==> src/rtl/stk_pkg.sv <==
package stk_pkg;

  typedef enum logic [2:0] {
    OP_PUSH = 3'd0,
    OP_POP  = 3'd1,
    OP_ADD  = 3'd2,
    OP_SUB  = 3'd3,
    OP_MUL  = 3'd4,
    OP_DIV  = 3'd5,
    OP_END  = 3'd6,
    OP_NOP  = 3'd7
  } op_e;

  // Window update command issued by the controller each cycle
  typedef enum logic [2:0] {
    WC_HOLD,
    WC_PUSH,      // write above current top
    WC_SHIFT_IN,  // drop deepest, shift down, insert at top slot
    WC_DROP,      // remove top
    WC_MERGE,     // overwrite next-to-top with result, remove top
    WC_REFILL     // shift up, insert at deepest slot
  } wcmd_e;

  typedef enum logic [1:0] {
    S_IDLE,
    S_SPILL,
    S_FILL_RD,
    S_FILL_WR
  } st_e;

endpackage

==> src/rtl/stk_alu.sv <==
module stk_alu
  import stk_pkg::*;
#(
  parameter int W = 16
) (
  input  op_e          op,
  input  logic [W-1:0] lhs,   // next-to-top
  input  logic [W-1:0] rhs,   // top
  output logic [W-1:0] res,
  output logic         dz
);

  logic [2*W-1:0] prod;

  always_comb begin
    prod = {{W{1'b0}}, lhs} * {{W{1'b0}}, rhs};
    dz   = 1'b0;
    res  = rhs;
    unique case (op)
      OP_ADD: res = lhs + rhs;
      OP_SUB: res = lhs - rhs;
      OP_MUL: res = prod[W-1:0];
      OP_DIV: begin
        if (rhs == '0) begin
          res = '1;
          dz  = 1'b1;
        end else begin
          res = $signed(lhs) / $signed(rhs);
        end
      end
      default: res = rhs;
    endcase
  end

endmodule

==> src/rtl/stk_window.sv <==
module stk_window
  import stk_pkg::*;
#(
  parameter int N = 2,
  parameter int W = 16,
  localparam int CW = $clog2(N + 1)
) (
  input  logic          clk,
  input  logic          rst_n,
  input  wcmd_e         cmd,
  input  logic [W-1:0]  din,
  output logic [CW-1:0] cnt,
  output logic [W-1:0]  top,
  output logic [W-1:0]  next,
  output logic [W-1:0]  bottom
);

  logic [W-1:0]  ent_q [N];
  logic [CW-1:0] cnt_q;

  always_ff @(posedge clk or negedge rst_n) begin
    if (!rst_n) begin
      cnt_q <= '0;
      for (int i = 0; i < N; i++) ent_q[i] <= '0;
    end else begin
      unique case (cmd)
        WC_PUSH: begin
          for (int i = 0; i < N; i++)
            if (cnt_q == CW'(i)) ent_q[i] <= din;
          cnt_q <= cnt_q + 1'b1;
        end
        WC_SHIFT_IN: begin
          for (int i = 0; i < N - 1; i++) ent_q[i] <= ent_q[i+1];
          ent_q[N-1] <= din;
        end
        WC_DROP: cnt_q <= cnt_q - 1'b1;
        WC_MERGE: begin
          for (int i = 0; i < N; i++)
            if (cnt_q == CW'(i + 2)) ent_q[i] <= din;
          cnt_q <= cnt_q - 1'b1;
        end
        WC_REFILL: begin
          for (int i = 1; i < N; i++) ent_q[i] <= ent_q[i-1];
          ent_q[0] <= din;
          cnt_q    <= cnt_q + 1'b1;
        end
        default: ;
      endcase
    end
  end

  always_comb begin
    top  = '0;
    next = '0;
    for (int i = 0; i < N; i++) begin
      if (cnt_q == CW'(i + 1)) top  = ent_q[i];
      if (cnt_q == CW'(i + 2)) next = ent_q[i];
    end
  end

  assign cnt    = cnt_q;
  assign bottom = ent_q[0];


  cnt_bound_chk: assert property (@(posedge clk) disable iff (!rst_n)
    cnt_q <= CW'(N));


  push_room_chk: assert property (@(posedge clk) disable iff (!rst_n)
    cmd == WC_PUSH |-> cnt_q < CW'(N));


  refill_room_chk: assert property (@(posedge clk) disable iff (!rst_n)
    cmd == WC_REFILL |-> cnt_q < CW'(N));


  shift_full_chk: assert property (@(posedge clk) disable iff (!rst_n)
    cmd == WC_SHIFT_IN |-> cnt_q == CW'(N));

endmodule

==> src/rtl/stk_ctrl.sv <==
module stk_ctrl
  import stk_pkg::*;
#(
  parameter int N         = 2,
  parameter int W         = 16,
  parameter int MEM_DEPTH = 16,
  parameter int CNTW      = 16,
  localparam int CW  = $clog2(N + 1),
  localparam int AW  = $clog2(MEM_DEPTH),
  localparam int SPW = $clog2(MEM_DEPTH + 1)
) (
  input  logic            clk,
  input  logic            rst_n,
  input  logic            in_valid,
  output logic            in_ready,
  input  op_e             op,
  input  logic [W-1:0]    in_data,
  input  logic [CW-1:0]   win_cnt,
  input  logic [W-1:0]    win_bottom,
  input  logic [W-1:0]    alu_res,
  input  logic            alu_dz,
  output wcmd_e           win_cmd,
  output logic [W-1:0]    win_din,
  output logic            mem_en,
  output logic            mem_we,
  output logic [AW-1:0]   mem_addr,
  output logic [W-1:0]    mem_wdata,
  input  logic [W-1:0]    mem_rdata,
  output logic            done,
  output logic            err_uf,
  output logic            err_dz,
  output logic [CNTW-1:0] spill_count,
  output logic [CNTW-1:0] fill_count
);

  st_e             st_q, st_d;
  logic [W-1:0]    pend_q;
  logic [SPW-1:0]  sp_q, sp_dec;
  logic [CNTW-1:0] spill_q, fill_q;
  logic            done_q, uf_q, dz_q;
  logic            accept, win_full, mem_held;
  logic            set_uf, set_dz, set_done, latch_pend;

  assign in_ready  = (st_q == S_IDLE);
  assign accept    = in_valid && in_ready;
  assign win_full  = (win_cnt == CW'(N));
  assign mem_held  = (sp_q != '0);
  assign sp_dec    = sp_q - 1'b1;
  assign mem_wdata = win_bottom;

  always_comb begin
    st_d       = st_q;
    win_cmd    = WC_HOLD;
    win_din    = in_data;
    mem_en     = 1'b0;
    mem_we     = 1'b0;
    mem_addr   = sp_q[AW-1:0];
    set_uf     = 1'b0;
    set_dz     = 1'b0;
    set_done   = 1'b0;
    latch_pend = 1'b0;
    unique case (st_q)
      S_IDLE: begin
        if (accept) begin
          unique case (op)
            OP_PUSH: begin
              if (win_full) begin
                st_d       = S_SPILL;
                latch_pend = 1'b1;
              end else begin
                win_cmd = WC_PUSH;
              end
            end
            OP_POP: begin
              if (win_cnt == '0) set_uf = 1'b1;
              else begin
                win_cmd = WC_DROP;
                if (mem_held) st_d = S_FILL_RD;
              end
            end
            OP_ADD, OP_SUB, OP_MUL, OP_DIV: begin
              if (win_cnt < CW'(2)) set_uf = 1'b1;
              else begin
                win_cmd = WC_MERGE;
                win_din = alu_res;
                set_dz  = alu_dz;
                if (mem_held) st_d = S_FILL_RD;
              end
            end
            OP_END:  set_done = 1'b1;
            default: ;
          endcase
        end
      end
      S_SPILL: begin
        mem_en  = 1'b1;
        mem_we  = 1'b1;
        win_cmd = WC_SHIFT_IN;
        win_din = pend_q;
        st_d    = S_IDLE;
      end
      S_FILL_RD: begin
        mem_en   = 1'b1;
        mem_addr = sp_dec[AW-1:0];
        st_d     = S_FILL_WR;
      end
      S_FILL_WR: begin
        win_cmd = WC_REFILL;
        win_din = mem_rdata;
        st_d    = S_IDLE;
      end
      default: st_d = S_IDLE;
    endcase
  end

  always_ff @(posedge clk or negedge rst_n) begin
    if (!rst_n) begin
      st_q    <= S_IDLE;
      pend_q  <= '0;
      sp_q    <= '0;
      spill_q <= '0;
      fill_q  <= '0;
      done_q  <= 1'b0;
      uf_q    <= 1'b0;
      dz_q    <= 1'b0;
    end else begin
      st_q <= st_d;
      if (latch_pend) pend_q <= in_data;
      if (st_q == S_SPILL) begin
        sp_q    <= sp_q + 1'b1;
        spill_q <= spill_q + 1'b1;
      end
      if (st_q == S_FILL_RD) sp_q   <= sp_dec;
      if (st_q == S_FILL_WR) fill_q <= fill_q + 1'b1;
      if (set_done) done_q <= 1'b1;
      if (set_uf)   uf_q   <= 1'b1;
      if (set_dz)   dz_q   <= 1'b1;
    end
  end

  assign done        = done_q;
  assign err_uf      = uf_q;
  assign err_dz      = dz_q;
  assign spill_count = spill_q;
  assign fill_count  = fill_q;


  spill_busy_chk: assert property (@(posedge clk) disable iff (!rst_n)
    accept && op == OP_PUSH && win_full |=> !in_ready && mem_en && mem_we);


  fill_addr_chk: assert property (@(posedge clk) disable iff (!rst_n)
    accept && (op == OP_POP || op == OP_ADD || op == OP_SUB || op == OP_MUL || op == OP_DIV)
      && win_cnt >= CW'(2) && mem_held
      |=> mem_en && !mem_we && mem_addr == AW'($past(sp_q) - 1'b1));


  idle_full_chk: assert property (@(posedge clk) disable iff (!rst_n)
    in_ready && mem_held |-> win_full);


  fill_step_chk: assert property (@(posedge clk) disable iff (!rst_n)
    1'b1 |=> fill_q == $past(fill_q) || fill_q == $past(fill_q) + 1'b1);


  uf_sticky_chk: assert property (@(posedge clk) disable iff (!rst_n)
    uf_q |=> uf_q);


  dz_flag_chk: assert property (@(posedge clk) disable iff (!rst_n)
    accept && op == OP_DIV && win_cnt >= CW'(2) && alu_dz |=> dz_q && win_cmd == WC_HOLD);


  done_sticky_chk: assert property (@(posedge clk) disable iff (!rst_n)
    done_q |=> done_q);


  mem_quiet_chk: assert property (@(posedge clk) disable iff (!rst_n)
    in_ready |-> !mem_en);

endmodule

==> src/rtl/stack_eval.sv <==
module stack_eval
  import stk_pkg::*;
#(
  parameter int N         = 2,
  parameter int W         = 16,
  parameter int MEM_DEPTH = 16,
  parameter int CNTW      = 16,
  localparam int CW = $clog2(N + 1),
  localparam int AW = $clog2(MEM_DEPTH)
) (
  input  logic            clk,
  input  logic            rst_n,
  input  logic            in_valid,
  output logic            in_ready,
  input  logic [2:0]      in_op,
  input  logic [W-1:0]    in_data,
  output logic [W-1:0]    tos,
  output logic            done,
  output logic            err_underflow,
  output logic            err_divzero,
  output logic [CNTW-1:0] spill_count,
  output logic [CNTW-1:0] fill_count,
  output logic            mem_en,
  output logic            mem_we,
  output logic [AW-1:0]   mem_addr,
  output logic [W-1:0]    mem_wdata,
  input  logic [W-1:0]    mem_rdata
);

  op_e           op;
  wcmd_e         win_cmd;
  logic [W-1:0]  win_din, win_top, win_next, win_bottom, alu_res;
  logic [CW-1:0] win_cnt;
  logic          alu_dz;

  assign op = op_e'(in_op);

  stk_window #(.N(N), .W(W)) u_window (
    .clk    (clk),
    .rst_n  (rst_n),
    .cmd    (win_cmd),
    .din    (win_din),
    .cnt    (win_cnt),
    .top    (win_top),
    .next   (win_next),
    .bottom (win_bottom)
  );

  stk_alu #(.W(W)) u_alu (
    .op  (op),
    .lhs (win_next),
    .rhs (win_top),
    .res (alu_res),
    .dz  (alu_dz)
  );

  stk_ctrl #(.N(N), .W(W), .MEM_DEPTH(MEM_DEPTH), .CNTW(CNTW)) u_ctrl (
    .clk         (clk),
    .rst_n       (rst_n),
    .in_valid    (in_valid),
    .in_ready    (in_ready),
    .op          (op),
    .in_data     (in_data),
    .win_cnt     (win_cnt),
    .win_bottom  (win_bottom),
    .alu_res     (alu_res),
    .alu_dz      (alu_dz),
    .win_cmd     (win_cmd),
    .win_din     (win_din),
    .mem_en      (mem_en),
    .mem_we      (mem_we),
    .mem_addr    (mem_addr),
    .mem_wdata   (mem_wdata),
    .mem_rdata   (mem_rdata),
    .done        (done),
    .err_uf      (err_underflow),
    .err_dz      (err_divzero),
    .spill_count (spill_count),
    .fill_count  (fill_count)
  );

  assign tos = win_top;

endmodule

==> config.mk <==
export PLATFORM = sky130hd
export DESIGN_NAME = stack_eval
export DESIGN_NICKNAME = d
export VERILOG_FILES = /design/src/rtl/stk_pkg.sv /design/src/rtl/stk_alu.sv /design/src/rtl/stk_window.sv /design/src/rtl/stk_ctrl.sv /design/src/rtl/stack_eval.sv
export SDC_FILE = /design/constraint.sdc
export NUM_CORES = 1
export LEC_CHECK = 0
export ABC_AREA = 1
export CAP_MARGIN = 15
export CORE_ASPECT_RATIO = 2
export CORE_MARGIN = 5
export CORE_UTILIZATION = 50
export CTS_CLUSTER_DIAMETER = 30
export DETAILED_ROUTE_END_ITERATION = 12
export DONT_BUFFER_PORTS = 1
export PLACE_DENSITY = 0.77
export SKIP_CTS_REPAIR_TIMING = 1
export SLEW_MARGIN = 20
export SYNTH_ARGS = -nofsm -noshare
export SYNTH_HDL_FRONTEND = slang
export SYNTH_HIERARCHICAL = 1
export SYNTH_SLANG_ARGS = --single-unit
==> constraint.sdc <==
create_clock -name clk -period 28.2 [get_ports clk]
set_input_delay 2.82 -clock clk [delete_from_list [all_inputs] [get_ports clk]]
set_output_delay 2.82 -clock clk [all_outputs]
set_load 0.005 [all_outputs]
==> out/qor.csv <==
stage,metric,value,unit
hold_path,hold_end,u_window/ent_q[14],
place,port_buffers,0,
global_route,grt_pass1_vias,23114,
run_status,status,"complete, but fails checks",
synth,postSynthNetCount,3325,
hold_path,holdCritPathClass,reg -> reg,
route,dr.pass1.iters,10,
critical_path,start_kind,register,
cells_and_area,layout_commonest_cell,nand2_1,
sta,setup-tns-final,-24.95,ns
synth,syn_area_per_cell,6.477,um^2
global_route,grt_max_degree,93,
critical_path,setup.worst_path.start,u_window/cnt[0],
sta,slew_headroom,33.03,%
sta,setup_violations,32,
die,rows,102,
critical_path,reg2reg_slack,-1.04,ns
route,drtIter0Drc,1483,
critical_path,cp.arrival,29.54,ns
synth,synth_area,19340,um^2
cells_and_area,num_antenna_cells,0,
critical_path,timing.critical_path.slowest_cell_delay,0.43,ns
critical_path,rr_startpoint,u_window/cnt[0],
sta,slew_viol_final,0,
cells_and_area,area_growth,36.05,%
cells_and_area,drive_above_1_share,32.25,%
clock_tree,cts.clk_slew.worst_paths,0.07,ns
global_route,grt_pass1_wl,118.6,mm
route,routed-via-count,22922,
sta,period_minus_slack,29.24,ns
cells_and_area,layout_common_cells,"nand2_1 (753), buf_4 (632), inv_1 (452), ha_1 (195), nand3_1 (181)",
critical_path,slowest_stage,dfrtp_2,
sta,fmax,0.03420,GHz
synth,ys_types,63,
sta,timing.final.crit_share,103.7,%
critical_path,rr_endpoint,u_window/bottom[12],
sta,fin_ws,-1.042,ns
route,ant_nets,0,
clock_tree,h-tree-depth,3,
place,place_congestion,1.074,
run_status,violations,setup timing,
clock_tree,clk-insertion-delay-late,0.36,ns
flow_run,drv_cap,0,
die,pin_count,112,
die,core_region_area,38540,um^2
critical_path,path_class,reg -> reg,
clock_tree,cts_root_buffer,clkbuf_16,
sta,rsz0062_at_grt,true,
clock_tree,cts_made_buffers,9,
cells_and_area,final_util,68.27,%
place,dp_cells,3928,
die,die_x,149.1,um
synth,synth_edf_count,0,
global_route,antenna_found_initial,0,
clock_tree,cts_tree,done,
hold_path,hold_start,u_window/ent_q[14],
synth,ys.flop_type,dfrtp_1,
clock_tree,cts.sinks,92,
synth,yosysSeqAreaShare,11.90,%
critical_path,setup.worst_path.end_class,register,
global_route,grt_util_all_layers,35.59,%
synth,netlist_instances,2986,
die,fp.dieH,288.1,um
critical_path,path_common_cell,nand2_2,
critical_path,reg2reg_depth,244,
synth,ys_seq_elements,92,
place,hpwl,64.50,mm
route,vias_per_cell,5.671,
cells_and_area,stdcell_count,4042,
critical_path,worstPathRequired,28.50,ns
synth,synthArstFlopShare,100.0,%
synth,yosys_warnings,6,
sta,hold_violations,0,
critical_path,path_max_fanout,10,
route,drt-total-wl,83.08,mm
die,fp.dieArea,42950,um^2
hold_path,hold_path_depth,2,
cells_and_area,nets,3856,
sta,worstMarginPinSlew,1.002,ns
die,start_util,50.18,%
route,avgRoutedWirePerCell,20.55,um
route,drc,0,
global_route,grt_overflow,0,
clock_tree,clk_path_buf_depth,2,
sta,skew,0.009498,ns
==> kinds of logic after synthesis <==
logic type	Yosys count	share of synthesized area [%]
xor gates and xnor gates	148	6.702
DFF	92	11.90
muxes	3	0.1553
adders and majority gates	301	22.62
AOI/OAI and AO/OA	397	12.25
buffers and inverters	638	13.83
and+or+nand+nor	1407	32.54
==> routing by layer <==
layer  vias to the layer above  GRT usage, %  part of all wire (%)
met1                     10626         29.49                    29
met2                      1180         65.87                    51
met3                       604         6.155                   6.4
li1                      10512             -                     -
met5                         -             0                     0
met4                         0         38.53                    13
==> critical path: cells and delay by family, from the launching register on <==
family | cells | cell delay, ns
AOI/OAI and AO/OA | 71 | 10.25
adders and majority gates | 17 | 4.53
buffers and inverters | 33 | 3.23
DFF | 1 | 0.43
and+or+nand+nor | 123 | 10.68
==> worst max path at each step <==
stage                     endpoint  cells past startpoint
3_3_place_gp    u_window/ent_q[11]                    234
4_1_cts        u_window/bottom[10]                    235
6_report       u_window/bottom[12]                    244
2_1_floorplan   u_window/ent_q[10]                    256
5_1_grt         u_window/bottom[8]                    245
3_5_place_dp   u_window/bottom[10]                    234
==> through the flow <==
step | setup WS (ns) | instance area [um^2] | hold WS, ns
6_report | -1.042 | 26310 | 0.4822
5_1_grt | -2.656 | 26310 | 0.5040
4_1_cts | -1.770 | 24030 | 0.4843
3_5_place_dp | -1.643 | 23680 | 0.4655
3_3_place_gp | -0.3538 | 23680 | 0.4633
2_1_floorplan | 0.008647 | 19650 | 0.4494
==> area by class of cell <==
class,instances,area [um^2]
inverters,501,1937
fillers,3177,12230
repair inverters,1,8.758
clock buffers,10,239.0
multi-input cells,2256,15960
clock inverters,6,111.4
flip-flops and latches,92,2305
well taps,520,650.6
repair buffers,656,5099
==> synthesized netlist by cell type, types with 14 or more instances <==
cell	n	share of area, %
o21ai_2	37	1.7
nand2_1	842	16
o21ai_0	142	3.7
nand2_2	29	0.94
dfrtp_1	92	12
o21bai_1	21	0.82
a21o_1	23	0.89
xnor2_1	62	2.8
fa_1	81	8.4
nor2_1	143	2.8
nand3_1	220	5.7
nor3_1	21	0.54
buf_2	32	0.83
nand3_2	14	0.72
clkbuf_1	53	1.0
ha_1	220	14
buf_4	41	1.6
xor2_1	86	3.9
o21ai_1	47	1.2
a22oi_1	16	0.62
a21oi_1	77	2.0
nor2_2	14	0.45
nand4_1	52	1.7
or2_2	20	0.65
inv_1	482	9.4
inv_2	14	0.27
==> flip-flops by register name, indices dropped and copies added, names as in the netlist <==
register            cells
u_ctrl/fill_count      16
u_ctrl/pend_q          16
u_ctrl/spill_count     16
u_window/bottom        16
u_window/ent_q         16
u_ctrl/sp_q             5
u_ctrl/st_q             2
u_window/cnt            2
u_ctrl/done             1
u_ctrl/err_dz           1
u_ctrl/err_uf           1
Power is not shown: default switching activity piles up to over one toggle a cycle in this logic, so the estimate is an artifact.
